File: src/rtl/dfa_pkg.sv
`timescale 1ns/1ps
package dfa_pkg;

  localparam int unsigned GRP = 4;

  // Carry into each position of a 4-bit group, position 0 being the group carry-in.
  // Written as a sum of products so it maps onto an AND-OR network.
  function automatic logic [3:0] grp_carries(input logic [3:0] g, input logic [3:0] p,
                                             input logic cin);
    logic [3:0] c;
    logic       term;
    c[0] = cin;
    for (int i = 1; i < 4; i++) begin
      c[i] = 1'b0;
      for (int k = 0; k < i; k++) begin
        term = g[k];
        for (int m = k + 1; m < i; m++) term = term & p[m];
        c[i] = c[i] | term;
      end
      term = cin;
      for (int m = 0; m < i; m++) term = term & p[m];
      c[i] = c[i] | term;
    end
    return c;
  endfunction

  // Group generate: the group produces a carry regardless of its carry-in.
  function automatic logic grp_generate(input logic [3:0] g, input logic [3:0] p);
    logic acc;
    logic term;
    acc = 1'b0;
    for (int k = 0; k < 4; k++) begin
      term = g[k];
      for (int m = k + 1; m < 4; m++) term = term & p[m];
      acc = acc | term;
    end
    return acc;
  endfunction

  // Group propagate: an incoming carry passes through every position.
  function automatic logic grp_propagate(input logic [3:0] p);
    return &p;
  endfunction

endpackage

File: src/rtl/dfa_pg_cell.sv
`timescale 1ns/1ps
module dfa_pg_cell #(
  parameter int unsigned WIDTH = 64
) (
  input  logic [WIDTH-1:0] a_i,
  input  logic [WIDTH-1:0] b_i,
  input  logic             fsel_i,
  output logic [WIDTH-1:0] gen_o,
  output logic [WIDTH-1:0] prop_o,
  output logic [WIDTH-1:0] half_o
);

  for (genvar i = 0; i < WIDTH; i++) begin : g_bit
    assign half_o[i] = a_i[i] ^ b_i[i];
    assign gen_o[i]  = fsel_i & a_i[i] & b_i[i];
    assign prop_o[i] = fsel_i & half_o[i];
  end

  // with the polynomial field selected no position may generate or pass a carry,
  // even where both operand bits are set.
  always_comb begin
    if (!fsel_i) begin
      p_gen_gated_r7 : assert ((gen_o == '0) && (prop_o == '0))
        else $error("generate/propagate active in polynomial mode");
    end
  end

endmodule

File: src/rtl/dfa_lookahead_gen.sv
`timescale 1ns/1ps
module dfa_lookahead_gen
  import dfa_pkg::*;
(
  input  logic [3:0] g_i,
  input  logic [3:0] p_i,
  input  logic       cin_i,
  output logic [3:0] c_o,
  output logic       gg_o,
  output logic       gp_o
);

  assign c_o  = grp_carries(g_i, p_i, cin_i);
  assign gg_o = grp_generate(g_i, p_i);
  assign gp_o = grp_propagate(p_i);

  // propagate uses the exclusive-OR half sum, so a group that passes every
  // carry cannot also create one; both set means a corrupted term below.
  always_comb begin
    p_gp_exclusive_r1 : assert (!(gg_o && gp_o))
      else $error("group both generates and propagates");
  end

endmodule

File: src/rtl/dfa_cla_tree.sv
`timescale 1ns/1ps
module dfa_cla_tree #(
  parameter int unsigned NBITS = 64
) (
  input  logic [NBITS-1:0] gen_i,
  input  logic [NBITS-1:0] prop_i,
  input  logic             cin_i,
  output logic [NBITS-1:0] carry_o,
  output logic             cout_o
);

  localparam int unsigned N1 = NBITS / 4;          // 4-bit groups
  localparam int unsigned N2 = (N1 + 3) / 4;       // 16-bit sections
  localparam int unsigned N3 = (N2 + 3) / 4;       // 64-bit blocks
  localparam int unsigned PB = N3 * 64;            // padded width
  localparam int unsigned NG = N3 * 16;            // padded group count
  localparam int unsigned NS = N3 * 4;             // padded section count

  logic [PB-1:0] g_pad, p_pad, c_bit;
  logic [NG-1:0] g_l1, p_l1, c_l1;
  logic [NS-1:0] g_l2, p_l2, c_l2;
  logic [N3-1:0] g_l3, p_l3, c_l3;

  if (PB > NBITS) begin : g_pad_fill
    assign g_pad = {{(PB-NBITS){1'b0}}, gen_i};
    assign p_pad = {{(PB-NBITS){1'b0}}, prop_i};
  end else begin : g_pad_none
    assign g_pad = gen_i;
    assign p_pad = prop_i;
  end

  // Level 1: bit carries inside each 4-bit group
  for (genvar j = 0; j < NG; j++) begin : g_lvl1
    dfa_lookahead_gen u_clg (
      .g_i   (g_pad[4*j +: 4]),
      .p_i   (p_pad[4*j +: 4]),
      .cin_i (c_l1[j]),
      .c_o   (c_bit[4*j +: 4]),
      .gg_o  (g_l1[j]),
      .gp_o  (p_l1[j])
    );
  end

  // Level 2: group carries inside each 16-bit section
  for (genvar k = 0; k < NS; k++) begin : g_lvl2
    dfa_lookahead_gen u_clg (
      .g_i   (g_l1[4*k +: 4]),
      .p_i   (p_l1[4*k +: 4]),
      .cin_i (c_l2[k]),
      .c_o   (c_l1[4*k +: 4]),
      .gg_o  (g_l2[k]),
      .gp_o  (p_l2[k])
    );
  end

  // Level 3: section carries inside each 64-bit block
  for (genvar m = 0; m < N3; m++) begin : g_lvl3
    dfa_lookahead_gen u_clg (
      .g_i   (g_l2[4*m +: 4]),
      .p_i   (p_l2[4*m +: 4]),
      .cin_i (c_l3[m]),
      .c_o   (c_l2[4*m +: 4]),
      .gg_o  (g_l3[m]),
      .gp_o  (p_l3[m])
    );
  end

  // Blocks above the first are chained serially
  assign c_l3[0] = cin_i;
  for (genvar m = 1; m < N3; m++) begin : g_block_chain
    assign c_l3[m] = g_l3[m-1] | (p_l3[m-1] & c_l3[m-1]);
  end

  assign carry_o = c_bit[NBITS-1:0];
  assign cout_o  = g_l1[N1-1] | (p_l1[N1-1] & c_l1[N1-1]);

  // the block-level chain out of the last block must agree with the carry-out
  // taken from the last real group; padded positions never hold a generated carry.
  logic last_blk_out;
  assign last_blk_out = g_l3[N3-1] | (p_l3[N3-1] & c_l3[N3-1]);

  if (PB > NBITS) begin : g_pad_chk
    always_comb begin
      p_pad_carry_r1 : assert ((c_bit[NBITS] == cout_o) && (last_blk_out == 1'b0))
        else $error("carry into padding disagrees with carry-out");
      if (PB > NBITS + 1) begin
        p_pad_quiet_r1 : assert (c_bit[PB-1:NBITS+1] == '0)
          else $error("carry inside padding");
      end
    end
  end else begin : g_full_chk
    always_comb begin
      p_block_cout_r1 : assert (last_blk_out == cout_o)
        else $error("block chain carry-out disagrees with group carry-out");
    end
  end

endmodule

File: src/rtl/dual_field_cla.sv
`timescale 1ns/1ps
module dual_field_cla #(
  parameter int unsigned WIDTH = 64
) (
  input  logic [WIDTH-1:0] a_i,
  input  logic [WIDTH-1:0] b_i,
  input  logic             cin_i,
  input  logic             fsel_i,
  output logic [WIDTH-1:0] sum_o,
  output logic             cout_o
);

  logic [WIDTH-1:0] bit_gen, bit_prop, half_sum, carry_vec;
  logic             cin_gated;

  assign cin_gated = fsel_i & cin_i;

  dfa_pg_cell #(.WIDTH(WIDTH)) u_pg (
    .a_i    (a_i),
    .b_i    (b_i),
    .fsel_i (fsel_i),
    .gen_o  (bit_gen),
    .prop_o (bit_prop),
    .half_o (half_sum)
  );

  dfa_cla_tree #(.NBITS(WIDTH)) u_tree (
    .gen_i   (bit_gen),
    .prop_i  (bit_prop),
    .cin_i   (cin_gated),
    .carry_o (carry_vec),
    .cout_o  (cout_o)
  );

  assign sum_o = half_sum ^ carry_vec;

  // Guards against the operand ports, independent of the carry tree
  logic [WIDTH:0] int_ref;
  assign int_ref = {1'b0, a_i} + {1'b0, b_i} + {{WIDTH{1'b0}}, cin_i};

  always_comb begin
    if (fsel_i) begin
      p_int_exact_r1 : assert ({cout_o, sum_o} == int_ref)
        else $error("integer sum mismatch");
    end else begin
      p_gf_xor_r2 : assert (sum_o == (a_i ^ b_i))
        else $error("polynomial sum is not XOR");
      p_gf_cout_r3 : assert (cout_o == 1'b0)
        else $error("carry-out in polynomial mode");
      p_gf_cin_ignored_r4 : assert (carry_vec == '0)
        else $error("carry reached tree in polynomial mode");
    end
  end

endmodule

File: config.mk
export PLATFORM = sky130hd
export DESIGN_NAME = dual_field_cla
export DESIGN_NICKNAME = d
export VERILOG_FILES = /design/src/rtl/dfa_pkg.sv /design/src/rtl/dfa_pg_cell.sv /design/src/rtl/dfa_lookahead_gen.sv /design/src/rtl/dfa_cla_tree.sv /design/src/rtl/dual_field_cla.sv
export SDC_FILE = /design/constraint.sdc
export NUM_CORES = 1
export LEC_CHECK = 0
export BUFFER_PORTS_ARGS = -buffer_cell sky130_fd_sc_hd__buf_2
export CORE_MARGIN = 2
export CORE_UTILIZATION = 36
export DETAILED_ROUTE_END_ITERATION = 10
export PLACE_DENSITY_LB_ADDON = 0.25
export SYNTH_ARGS = -nofsm -noshare
export SYNTH_HDL_FRONTEND = slang
export SYNTH_SLANG_ARGS = --single-unit
File: constraint.sdc
create_clock -name vclk -period 6.1
set_input_delay 0.61 -clock vclk [all_inputs]
set_output_delay 0.61 -clock vclk [all_outputs]
set_load 0.1 [all_outputs]
==> results.md <==
- Status: finished clean
- Static Leak: just over 0.002 uW
- Proportion of layout cells with a drive suffix above 1: around 33%
- Metal2 WL: around 5000 microns
- Total number of vias: ~4200
- Slew Limit Fails: 0
- Vias in the first global route: about 3700
- Placed wire-length estimate: roughly 8900 microns
- Synth Area in XOR/XNOR: around a third
- Pwr Density: 233 nW/um^2
- Main combinational cell family by area after synthesis: compound AO/OA/AOI/OAI gates
- Mapped Cells: about 480
- Compound-Gate Fraction of Synth Area: 35.8%
- Endpoint type of the worst setup path: primary output
- Antenna viol nets, final: 0
- Remaining DRCs: 0
- Routed WL: roughly 10000 microns
- Io pins: slightly below 200
- Top cells by area, synth: xor2_1 19%, xnor2_1 13%, nand2_1 7.1%, o21ai_0 6.0%, a21oi_1 5.1%
- TNS Setup: 0 ns
- Avg Cell Area, Syn: about 6.8 sq um
- WL/cell: ~13 microns
- Post-Syn Nets: a little over 600
- Largest net degree at the start of global routing: 39
- Post-route setup slack: between 1 and 1.5 ns
- Post-synth top area cell: xor2_1
- GRT overflow: 0
- Pin slew with the least headroom to its limit: approximately 0.65 ns
- Core area: a little under 9000 sq um
- Slew margin rel.: 56.8%
- Total GRT Usage: a little under a fifth
- Netlist cell types: 69
- CTS resizes: 0
- Routed length on met1: approximately 4400 microns
- Filler instances: between 800 and 900
- Initial drt markers: around 150
- Drt first pass iters: 7
- Vias/cell: approximately 5.5
- Top-area cell type share of the netlist area: 19.2%
- Total Die Area: 9770 sq um
- Top layer in use: met4
- Final-layout clock buffer total: 0
- Most common cell after layout, fill and taps aside: buf_2
- Commonest cells after routing, fill and taps aside: 176 x buf_2, 71 x xor2_1, 61 x nand2_1
- Die Y: between 90 and 100 microns
- Post-Synth Simple-Gate Area: roughly 23%
- Initial antenna violation count: 0
- Type of origin of the critical path: input port
- Sequential-to-total area share from yosys stat: 0%
- Critical path arrival: 4.07 ns
- Crit-path max FO: 38
- FP Rows: 34
- Reg area: 0 sq um
- Worst vdd ir: 0.146 mV
- Finish-stage setup viols: 0
- Multi-input gate area: ~3100 sq um
- Seq Cell Count: 0
- Hold Buf Count CTS: 0
- Dpl ws: roughly 1.5 ns
- Met3 WL: 926 microns
- ANT cells: 0
- Hold Crit Class: in2out
- Post-synthesis mux area share: 0%
- # Post-CTS Setup Buffers: 0
- Final nets: roughly 790
- Die span in x: around 100 microns
- Final worst path period share: between 70% and 80%
- Tot Pwr: between 1000 and 1500 uW
- Final hold vios: 0
- Post-Syn Area: 3240 sq um
- GP Congestion: 0.848
- Starting Density: between 30% and 40%
- RSZ-0062 raised after global routing: no
- Fin crit period: 4.68 ns
- Port-buffer cells: roughly 200
- YS warnings: 0
- Max Cap Viol: 0
- Area Growth Syn to Fin: 41.2%
- Synth Area in Adders: 5.68%
- Worst EP required: around 5.5 ns
- CP Class: in2out
- Max Fclk: between 0.2 and 0.25 GHz
- First-pass GRT wire length: between 15000 and 20000 microns
## final timing paths
path | cells after the start | endpoint | start | slack, ns
max | 12 | sum_o[45] | fsel_i | 1.42
min | 4 | sum_o[46] | b_i[46] | 1.74
## metal layers
layer,GRT usage (%),up-vias
li1,-,2136
met1,24.8,1901
met2,34.5,160
met3,3.76,6
met4,1.16,0
met5,0,-
## cell type report
type,instances,share of cell area [%]
well taps,108,2.95
inverters,7,0.575
repair buffers,198,28.1
multi-input cells,456,68.4
## cell families (layout without fill, tap and decap cells)
logic type | Yosys count | count (layout)
XOR/XNOR | 120 | 120
AO/OA/AOI/OAI | 162 | 162
AND/OR/NAND/NOR | 156 | 156
adder cells (fa/ha/maj) | 18 | 18
buffers and inverters | 22 | 205
## cells in the mapped netlist (2+ instances only)
cell type	number
xor2_1	71
nand2_1	61
xnor2_1	49
o21ai_0	39
nor2_1	38
a21oi_1	33
maj3_1	15
nand3_1	14
o211ai_1	11
a31oi_1	8
a22oi_1	7
clkbuf_1	7
nor3_1	7
o22ai_1	7
a22o_1	6
and2_1	6
inv_1	6
and3_1	5
nand4_1	5
o21a_1	5
or3_1	5
o211a_1	4
o31a_1	4
a211oi_1	3
buf_6	3
maj3_2	3
o221ai_1	3
o31ai_1	3
a21o_1	2
a221oi_1	2
a311oi_1	2
buf_1	2
nor3_2	2
nor3b_1	2
nor4_1	2
o2111ai_1	2
o22a_1	2
## metrics by stage
stage	utilization, %	instances	hold WS (ns)	instance area, sq um
floorplan	-	478	1.72	3240
global placement	52.4	769	1.74	4570
detailed placement	52.4	769	1.75	4570
CTS	52.4	769	1.75	4570
global route	52.4	769	1.77	4570
finish	52.4	769	1.74	4570
## worst max-delay path, stage by stage
cell and delay (ns):
buf_2 0.51, nand2_1 0.09, o21ai_0 0.31, o221ai_1 0.26
a311oi_2 0.35, or2_2 0.22, a41o_1 0.42, a32oi_2 0.31
or3_1 0.42, nand3_1 0.10, xor2_1 0.24, buf_12 0.21
## power breakdown
part	switching [uW]	total, uW	internal [uW]	leakage, uW
registers	0	0	0	0
clock network	0	0	0	0
logic	799	1060	266	0.00207
total	799	1060	266	0.00207
Power figures use the tool's default switching activity.
